**src/rtl/aoic_pkg.sv**
```systemverilog
package aoic_pkg;

    // Trigger selection for the non-maskable pin
    typedef enum logic [1:0] {
        TRIG_LOW  = 2'b00,
        TRIG_FALL = 2'b01,
        TRIG_HIGH = 2'b10,
        TRIG_RISE = 2'b11
    } trig_e;

    localparam int ADDR_W       = 5;
    localparam int DATA_W       = 32;

    // Word addresses of the register groups
    localparam int A_CTRL       = 0;
    localparam int A_PEND       = 4;
    localparam int A_EN         = 8;
    localparam int A_MASK       = 12;
    localparam int A_SEL        = 16;

    // Slot-select packing: four byte-wide fields per word
    localparam int SEL_FIELD_W  = 8;
    localparam int SEL_PER_WORD = DATA_W / SEL_FIELD_W;

endpackage

```
**src/rtl/aoic_sync.sv**
```systemverilog
module aoic_sync #(
    parameter int W = 1
) (
    input  logic         clk,
    input  logic         rst_n,
    input  logic [W-1:0] async_i,
    output logic [W-1:0] sync_o
);

    logic [W-1:0] meta_d, meta_q;
    logic [W-1:0] sync_d, sync_q;

    always_comb begin
        meta_d = async_i;
        sync_d = meta_q;
    end

    always_ff @(posedge clk or negedge rst_n) begin
        if (!rst_n) begin
            meta_q <= '0;
            sync_q <= '0;
        end else begin
            meta_q <= meta_d;
            sync_q <= sync_d;
        end
    end

    assign sync_o = sync_q;

endmodule

```
**src/rtl/aoic_nmi_detect.sv**
```systemverilog
module aoic_nmi_detect
    import aoic_pkg::*;
(
    input  logic  clk,
    input  logic  rst_n,
    input  logic  level_i,
    input  trig_e mode_i,
    output logic  hit_o
);

    logic prev_d, prev_q;

    always_comb begin
        prev_d = level_i;
        unique case (mode_i)
            TRIG_LOW:  hit_o = ~level_i;
            TRIG_FALL: hit_o = ~level_i & prev_q;
            TRIG_HIGH: hit_o = level_i;
            TRIG_RISE: hit_o = level_i & ~prev_q;
            default:   hit_o = 1'b0;
        endcase
    end

    always_ff @(posedge clk or negedge rst_n) begin
        if (!rst_n) prev_q <= 1'b0;
        else        prev_q <= prev_d;
    end

endmodule

```
**src/rtl/aoic_src_mux.sv**
```systemverilog
module aoic_src_mux #(
    parameter int NUM_SLOTS  = 12,
    parameter int NUM_SHARED = 128,
    parameter int SEL_W      = $clog2(NUM_SHARED)
) (
    input  logic [NUM_SHARED-1:0]           lines_i,
    input  logic [NUM_SLOTS-1:0][SEL_W-1:0] sel_i,
    output logic [NUM_SLOTS-1:0]            slot_o
);

    for (genvar g = 0; g < NUM_SLOTS; g++) begin : g_slot
        always_comb begin
            if (int'(sel_i[g]) < NUM_SHARED) slot_o[g] = lines_i[sel_i[g]];
            else                             slot_o[g] = 1'b0;
        end
    end

endmodule

```
**src/rtl/aoic_top.sv**
```systemverilog
module aoic_top
    import aoic_pkg::*;
#(
    parameter int NUM_IN     = 32,
    parameter int NUM_DIRECT = 15,
    parameter int NUM_BANK   = 4,
    parameter int NUM_SHARED = 128
) (
    input  logic                  clk,
    input  logic                  rst_n,
    input  logic                  nmi_pin,
    input  logic [NUM_DIRECT-1:0] direct_irq,
    input  logic [NUM_BANK-1:0]   bank_irq,
    input  logic [NUM_SHARED-1:0] shared_irq,
    input  logic                  bus_we,
    input  logic [ADDR_W-1:0]     bus_addr,
    input  logic [DATA_W-1:0]     bus_wdata,
    output logic [DATA_W-1:0]     bus_rdata,
    output logic                  main_nmi_irq,
    output logic [NUM_DIRECT-1:0] main_direct_irq,
    output logic                  cop_irq
);

    localparam int NUM_WORDS = NUM_IN / DATA_W;
    localparam int MUX_BASE  = 1 + NUM_DIRECT + NUM_BANK;
    localparam int NUM_SLOTS = NUM_IN - MUX_BASE;
    localparam int SEL_W     = $clog2(NUM_SHARED);

    typedef struct packed {
        trig_e                          trig;
        logic [NUM_IN-1:0]              pend;
        logic [NUM_IN-1:0]              en;
        logic [NUM_IN-1:0]              mask;
        logic [NUM_SLOTS-1:0][SEL_W-1:0] sel;
    } state_t;

    state_t st_d, st_q;

    logic [NUM_SLOTS-1:0] slot_raw;
    logic [NUM_IN-1:0]    raw_in;
    logic [NUM_IN-1:0]    sync_in;
    logic                 nmi_hit;
    logic [NUM_IN-1:0]    src;
    logic [NUM_IN-1:0]    clr;
    logic [NUM_IN-1:0]    pend_vec;
    logic [NUM_IN-1:0]    en_vec;

    aoic_src_mux #(
        .NUM_SLOTS (NUM_SLOTS),
        .NUM_SHARED(NUM_SHARED),
        .SEL_W     (SEL_W)
    ) u_mux (
        .lines_i(shared_irq),
        .sel_i  (st_q.sel),
        .slot_o (slot_raw)
    );

    assign raw_in = {slot_raw, bank_irq, direct_irq, nmi_pin};

    aoic_sync #(.W(NUM_IN)) u_sync (
        .clk    (clk),
        .rst_n  (rst_n),
        .async_i(raw_in),
        .sync_o (sync_in)
    );

    aoic_nmi_detect u_nmi (
        .clk    (clk),
        .rst_n  (rst_n),
        .level_i(sync_in[0]),
        .mode_i (st_q.trig),
        .hit_o  (nmi_hit)
    );

    assign src = {sync_in[NUM_IN-1:1], nmi_hit};

    // Next-state computation
    always_comb begin
        st_d = st_q;
        clr  = '0;
        if (bus_we) begin
            if (int'(bus_addr) == A_CTRL) st_d.trig = trig_e'(bus_wdata[1:0]);
            for (int w = 0; w < NUM_WORDS; w++) begin
                if (int'(bus_addr) == A_PEND + w) clr[w*DATA_W +: DATA_W]       = bus_wdata;
                if (int'(bus_addr) == A_EN + w)   st_d.en[w*DATA_W +: DATA_W]   = bus_wdata;
                if (int'(bus_addr) == A_MASK + w) st_d.mask[w*DATA_W +: DATA_W] = bus_wdata;
            end
            for (int s = 0; s < NUM_SLOTS; s++) begin
                if (int'(bus_addr) == A_SEL + s / SEL_PER_WORD)
                    st_d.sel[s] = bus_wdata[(s % SEL_PER_WORD) * SEL_FIELD_W +: SEL_W];
            end
        end
        // a clear written this cycle takes priority over a new set
        st_d.pend = (st_q.pend | src) & ~clr;
    end

    always_ff @(posedge clk or negedge rst_n) begin
        if (!rst_n) begin
            st_q.trig <= TRIG_RISE;
            st_q.pend <= '0;
            st_q.en   <= '0;
            st_q.mask <= '0;
            st_q.sel  <= '0;
        end else begin
            st_q <= st_d;
        end
    end

    // Read path
    always_comb begin
        bus_rdata = '0;
        if (int'(bus_addr) == A_CTRL) bus_rdata[1:0] = st_q.trig;
        for (int w = 0; w < NUM_WORDS; w++) begin
            if (int'(bus_addr) == A_PEND + w) bus_rdata = st_q.pend[w*DATA_W +: DATA_W];
            if (int'(bus_addr) == A_EN + w)   bus_rdata = st_q.en[w*DATA_W +: DATA_W];
            if (int'(bus_addr) == A_MASK + w) bus_rdata = st_q.mask[w*DATA_W +: DATA_W];
        end
        for (int s = 0; s < NUM_SLOTS; s++) begin
            if (int'(bus_addr) == A_SEL + s / SEL_PER_WORD)
                bus_rdata[(s % SEL_PER_WORD) * SEL_FIELD_W +: SEL_W] = st_q.sel[s];
        end
    end

    assign main_nmi_irq    = st_q.pend[0] & st_q.en[0];
    assign main_direct_irq = direct_irq;
    assign cop_irq         = |(st_q.pend & st_q.en & ~st_q.mask);

    assign pend_vec = st_q.pend;
    assign en_vec   = st_q.en;

endmodule

```
**config.mk**
```make
export PLATFORM = sky130hd
export DESIGN_NAME = aoic_top
export DESIGN_NICKNAME = d
export VERILOG_FILES = /design/src/rtl/aoic_pkg.sv /design/src/rtl/aoic_sync.sv /design/src/rtl/aoic_nmi_detect.sv /design/src/rtl/aoic_src_mux.sv /design/src/rtl/aoic_top.sv
export SDC_FILE = /design/constraint.sdc
export NUM_CORES = 1
export LEC_CHECK = 0
export CAP_MARGIN = 25
export CORE_UTILIZATION = 30
export CTS_BUF_LIST = sky130_fd_sc_hd__clkbuf_8
export DETAILED_ROUTE_END_ITERATION = 16
export PLACE_DENSITY = 0.47
export RECOVER_POWER = 25
export SETUP_SLACK_MARGIN = 0.2
export SYNTH_ARGS = -nofsm -noshare
export SYNTH_HDL_FRONTEND = slang
export SYNTH_SLANG_ARGS = --single-unit
```
**constraint.sdc**
```tcl
create_clock -name clk -period 5.41 [get_ports clk]
set_input_delay 1.082 -clock clk [delete_from_list [all_inputs] [get_ports clk]]
set_output_delay 1.082 -clock clk [all_outputs]
set_load 0.1 [all_outputs]
```
Yosys cells after proc, flatten, opt, wreduce, memory -nomap -nowiden
Index checks and enable logic that the tools add are counted.
{"block": "op_classes", "n_lt_le_gt_ge": 12, "n_eq_ne": 9, "muxes": 43, "bitwise_logic": 11, "reduce_logical": 9}
{"op": "32-bit two-way mux", "n": 5}
{"op": "32-bit bitwise AND", "n": 3}
{"op": "7-bit by 8-bit less-than comparator with 1-bit output (second input constant)", "n": 12}
{"op": "1-bit binary-select mux with 7-bit select", "n": 12}
{"op": "7-bit two-way mux", "n": 12}
{"op": "32-bit NOT", "n": 2}
{"op": "32-bit OR", "n": 1}
{"op": "32-bit OR reduction", "n": 1}
{"op": "5-bit equality test (second input constant)", "n": 5}
{"op": "1-bit two-way mux", "n": 12}
{"op": "2-bit AND reduction", "n": 6}
{"op": "5-bit by 4-bit equality test with 1-bit output (second input constant)", "n": 1}
{"op": "5-bit zero test", "n": 1}
{"op": "2-bit equality test (second input constant)", "n": 2}
{"op": "1-bit one-hot mux with 4 select lines", "n": 1}
{"op": "1-bit bitwise AND", "n": 3}
{"op": "2-bit by 1-bit equality test with 1-bit output (second input constant)", "n": 1}
{"op": "2-bit zero test", "n": 1}
{"op": "2-bit two-way mux", "n": 1}
{"op": "1-bit NOT", "n": 2}
{"block": "word_totals", "register_bits": 247, "inputBits": 188, "out_inout_bits": 49, "wordCells": 103}

Longest topological paths before layout
Gate-level depths: netlist (run 1).
{"block": "depth", "ltp_word": 8, "mapped_depth": 9, "depth_no_buf": 6}

Hierarchy
Synthesis (run 1) repeated with hierarchy kept, for this count alone.
{"block": "hier_totals", "cells_unflattened": 1944, "area_unflattened_um2": 24223.2}
{"module": "aoic_src_mux", "instances": 1, "cells_per_inst": 1163, "area_per_inst_um2": 13890.8, "seq_area_each_um2": 0.0}
{"module": "aoic_top", "instances": 1, "cells_per_inst": 713, "area_per_inst_um2": 8683.3, "seq_area_each_um2": 4556.9}
{"module": "aoic_sync", "instances": 1, "cells_per_inst": 64, "area_per_inst_um2": 1601.5, "seq_area_each_um2": 1601.5}
{"module": "aoic_nmi_detect", "instances": 1, "cells_per_inst": 4, "area_per_inst_um2": 47.5, "seq_area_each_um2": 25.0}

Least setup slack after synthesis (run 1)
No wires, ideal clock.
{"block": "synth_path", "path_kind": "in2out", "startpoint": "input bus_addr[2]", "endpoint": "output bus_rdata[6]", "t_arrival_ps": 4075, "t_required_ps": 4328, "setup_slack_ps": 253, "path_stages": 6, "path_buffers": 2, "path_cell_list": "buf_2 -> clkbuf_1 -> o21ai_0 -> a2bb2oi_1 -> a211oi_1 -> o21ai_0"}
{"block": "synth_between", "elab_chain_len": 7, "word_cells_on_any_way": 12, "classes_between": "eq/ne: 6; mux: 6"}
{"element": "start: declaration", "line": "aoic_top.sv:16", "rtl": "input logic [ADDR_W-1:0] bus_addr,"}
{"element": "5-bit by 4-bit equality test with 1-bit output", "line": "aoic_top.sv:114", "rtl": "if (int'(bus_addr) == A_PEND + w) bus_rdata = st_q.pend[w*DATA_W +: DATA_W];"}
{"element": "32-bit two-way mux", "line": "aoic_top.sv:114"}
{"element": "32-bit two-way mux", "line": "aoic_top.sv:115", "rtl": "if (int'(bus_addr) == A_EN + w) bus_rdata = st_q.en[w*DATA_W +: DATA_W];"}
{"element": "32-bit two-way mux", "line": "aoic_top.sv:116", "rtl": "if (int'(bus_addr) == A_MASK + w) bus_rdata = st_q.mask[w*DATA_W +: DATA_W];"}
{"element": "7-bit two-way mux (2 in series)", "line": "aoic_top.sv:119", "rtl": "if (int'(bus_addr) == A_SEL + s / SEL_PER_WORD)"}
{"element": "7-bit two-way mux (*)", "line": "aoic_top.sv:119"}
{"element": "end: declaration", "line": "aoic_top.sv:18", "rtl": "output logic [DATA_W-1:0] bus_rdata,"}
Every way passes the cells marked *; elsewhere a longest branch is shown, timed or not.

Final worst setup path (run 1)
{"block": "layout_path", "startpoint": "input bus_addr[4]", "endpoint": "output bus_rdata[25]"}
Same word-level chain as after synthesis.

==> results.toml, run 1 <==
[run_status]
outcome = "finished with violations"
violations = "max-capacitance violations, max-slew violations"

[timing]
holdWs_ns = 0.346
slew_headroom_pct = -84.4
hold_viol = 0
fmax_mhz = 205
finalCritPeriodShare_pct = 90.2
tns_ns = 0
tightest_slew_ns = 2.77
fin_skew_ns = 0.0192
drv_slew = 110
setup_violations = 0
fin_crit_ns = 4.88
rsz0062_at_grt = "false"

[floorplan]
initial_core_util_pct = 30.4
die_h_um = 285
dieArea_um2 = 81300
coreArea_um2 = 79100
rows = 103
num_io_pins = 237
dieWidth_um = 285

[clock_tree]
postCtsSetupBuffers = 0
clk_latency_ns = 0.57
cts_tree = "built"
root_buffer = "clkbuf_8"
htreeDepth = 2
cts_sinks = 247
cts_hold_buf = 0
clock_path_buffers = 3
numCtsBuffers = 40
path_clk_slew_ns = 0.05
cts-resized-gates = 0

[grt]
gr-usage-all-layers_pct = 26.1
gr-total-overflow = 0
grt_max_degree = 110
grt_pass1_vias = 19900
grt_first_pass_wirelength_um = 153000
antenna_found_initial = 6

[route]
drc_errors = 0
detail_route.wl_per_cell_um = 34.9
num_vias = 20000
drt-initial-drc-count = 2845
routed_wl_um = 107000
firstDrtPassIters = 7
vias_per_cell = 6.49
antenna_left = 0

[setup_path]
path_max_fanout = 20
critPathKind = "input port to output pin"
worstPathRequired_ns = 4.33
cp.arrival_ns = 3.80
end_kind = "output pin"
setup.worst_path.start_class = "input port"

[logic_synthesis]
synth_seq_area_share_pct = 25.7
ys_seq_elements = 247
synth_cell_types = 47
synth-main-ff-cell = "dfrtp_1"
yosysWarnings = 0
syn-num-nets = 2181
ys_async_sr_fraction_pct = 100
synth_edf_count = 0
synth_area_per_cell_um2 = 12.1
synth_area_um2 = 24100
synthCells = 1993

[finish]
layout_common_cells = "279 x mux4_2, 232 x dfrtp_1, 203 x mux2i_1"
drive_above_1_share_pct = 27.0
area_growth_pct = 14.7
final_nets = 2193
final_common_cell = "mux4_2"

[power_and_ir_drop]
leakage_nw = 10.0
p_switching_mw = 3.77
power_switching_share_pct = 43.0
power_frac_clock_pct = 17.9
peakVddDrop_mv = 0.150
p_per_area_nw_per_um2 = 318
combPwrFrac_pct = 49.0
p_int_mw = 5.00
power_frac_seq_pct = 33.1

[placed_design]
gp_congestion = 0.960
io_buffers = 236
hpwl_um = 78600

[worst_hold_path]
hold_path_class = "flop to flop"

[flow_run]
max_cap_viol_count = 1
cell usage after synthesis, types with 50 or more instances:
cell	n	area (um2)
nor2_1	92	345
mux2_2	108	1220
mux2i_1	203	2030
dfrtp_1	245	6130
nand3_1	69	345
clkbuf_1	167	627
nand2_1	129	484
mux4_1	81	2130
buf_2	63	315
mux4_2	279	6280
mux2_1	58	653
nor2b_1	50	313
worst max-delay path, stage by stage:
cell	delay, ns
clkdlybuf4s50_1	0.54
nor2b_1	0.21
and3_1	0.92
buf_4	0.28
a211oi_1	0.05
o21ai_0	0.46
buf_12	0.24
flip-flops by register name (all words and copies together), names as in the netlist:
| register | flops |
|---|---|
| st_q | 118 |
| pend_vec | 32 |
| u_sync.meta_q | 32 |
| en_vec | 32 |
| u_nmi.prev_q | 1 |
| u_sync.sync_o | 32 |
power groups by stage:
| stage | combinational (mW) | sequential [mW] | clock (mW) |
|---|---|---|---|
| 2_1_floorplan | 3.23 | 2.36 | 0 |
| 3_3_place_gp | 4.15 | 2.93 | 0 |
| 3_5_place_dp | 4.20 | 2.93 | 0 |
| 4_1_cts | 4.21 | 2.89 | 1.60 |
| 5_1_grt | 4.47 | 2.93 | 1.69 |
| 6_report | 4.30 | 2.90 | 1.57 |
area by class of cell:
class | instances | area, um2
Antenna cell | 3 | 7.51
Clock buffer | 50 | 688
Clock inverter | 16 | 61.3
Fill cell | 7797 | 51500
Inverter | 20 | 75.1
Multi-Input combinational cell | 1401 | 16100
Sequential cell | 247 | 6200
Tap cell | 1050 | 1310
Timing Repair Buffer | 295 | 3180
logic make-up after synthesis:
logic type      share of synthesized area, %
buf+inv                                 7.54
compound gates                          7.30
mux                                     51.2
flops                                   25.7
simple gates                            8.27
final timing paths:
| path | from | endpoint | cells past startpoint | slack, ns |
|---|---|---|---|---|
| max in group asynchronous | rst_n | st_q[56] | 2 | 2.13 |
| setup / recovery | bus_addr[4] | bus_rdata[25] | 7 | 0.53 |
| min in group asynchronous | rst_n | u_sync.meta_q[17] | 1 | 1.39 |
| setup reg to reg | st_q[57] | u_sync.meta_q[28] | 6 | 2.02 |
| hold / removal | u_sync.meta_q[11] | u_sync.sync_o[11] | 0 | 0.35 |
| hold reg to reg | u_sync.meta_q[11] | u_sync.sync_o[11] | 0 | 0.35 |
through the flow:
| step | area [um2] | setup slack [ns] | cells | utilization (%) | power (mW) |
|---|---|---|---|---|---|
| after CTS | 27600 | 0.571 | 3078 | 34.8 | 8.71 |
| after floorplan | 24100 | 0.253 | 1993 | - | 5.59 |
| after detailed placement | 26800 | 0.593 | 3012 | 33.9 | 7.12 |
| after global placement | 26800 | 0.588 | 3010 | 33.8 | 7.07 |
| final | 27600 | 0.528 | 3082 | 34.9 | 8.77 |
| after global routing | 27600 | 0.442 | 3081 | 34.9 | 9.09 |
per-layer routing:
metal | up-vias | track usage, % | part of all wire (%)
met3 | 239 | 5.49 | 9.2
li1 | 7939 | - | -
met4 | 8 | 11.9 | 5.3
met1 | 10500 | 34.3 | 39
met5 | - | 0 | 0.053
met2 | 1291 | 41.4 | 47
(Power assumes the default switching activity.)
==> inputs of run 2 (changes only) <==
--- a/config.mk
+++ b/config.mk
@@ -8,6 +8,7 @@
 export CAP_MARGIN = 25
 export CORE_UTILIZATION = 30
 export CTS_BUF_LIST = sky130_fd_sc_hd__clkbuf_8
+export CTS_CLUSTER_DIAMETER = 80
 export DETAILED_ROUTE_END_ITERATION = 16
 export PLACE_DENSITY = 0.47
 export RECOVER_POWER = 25
==> results of run 2 <==
The final DEF is identical to that of run 1; final timing and power are the same.
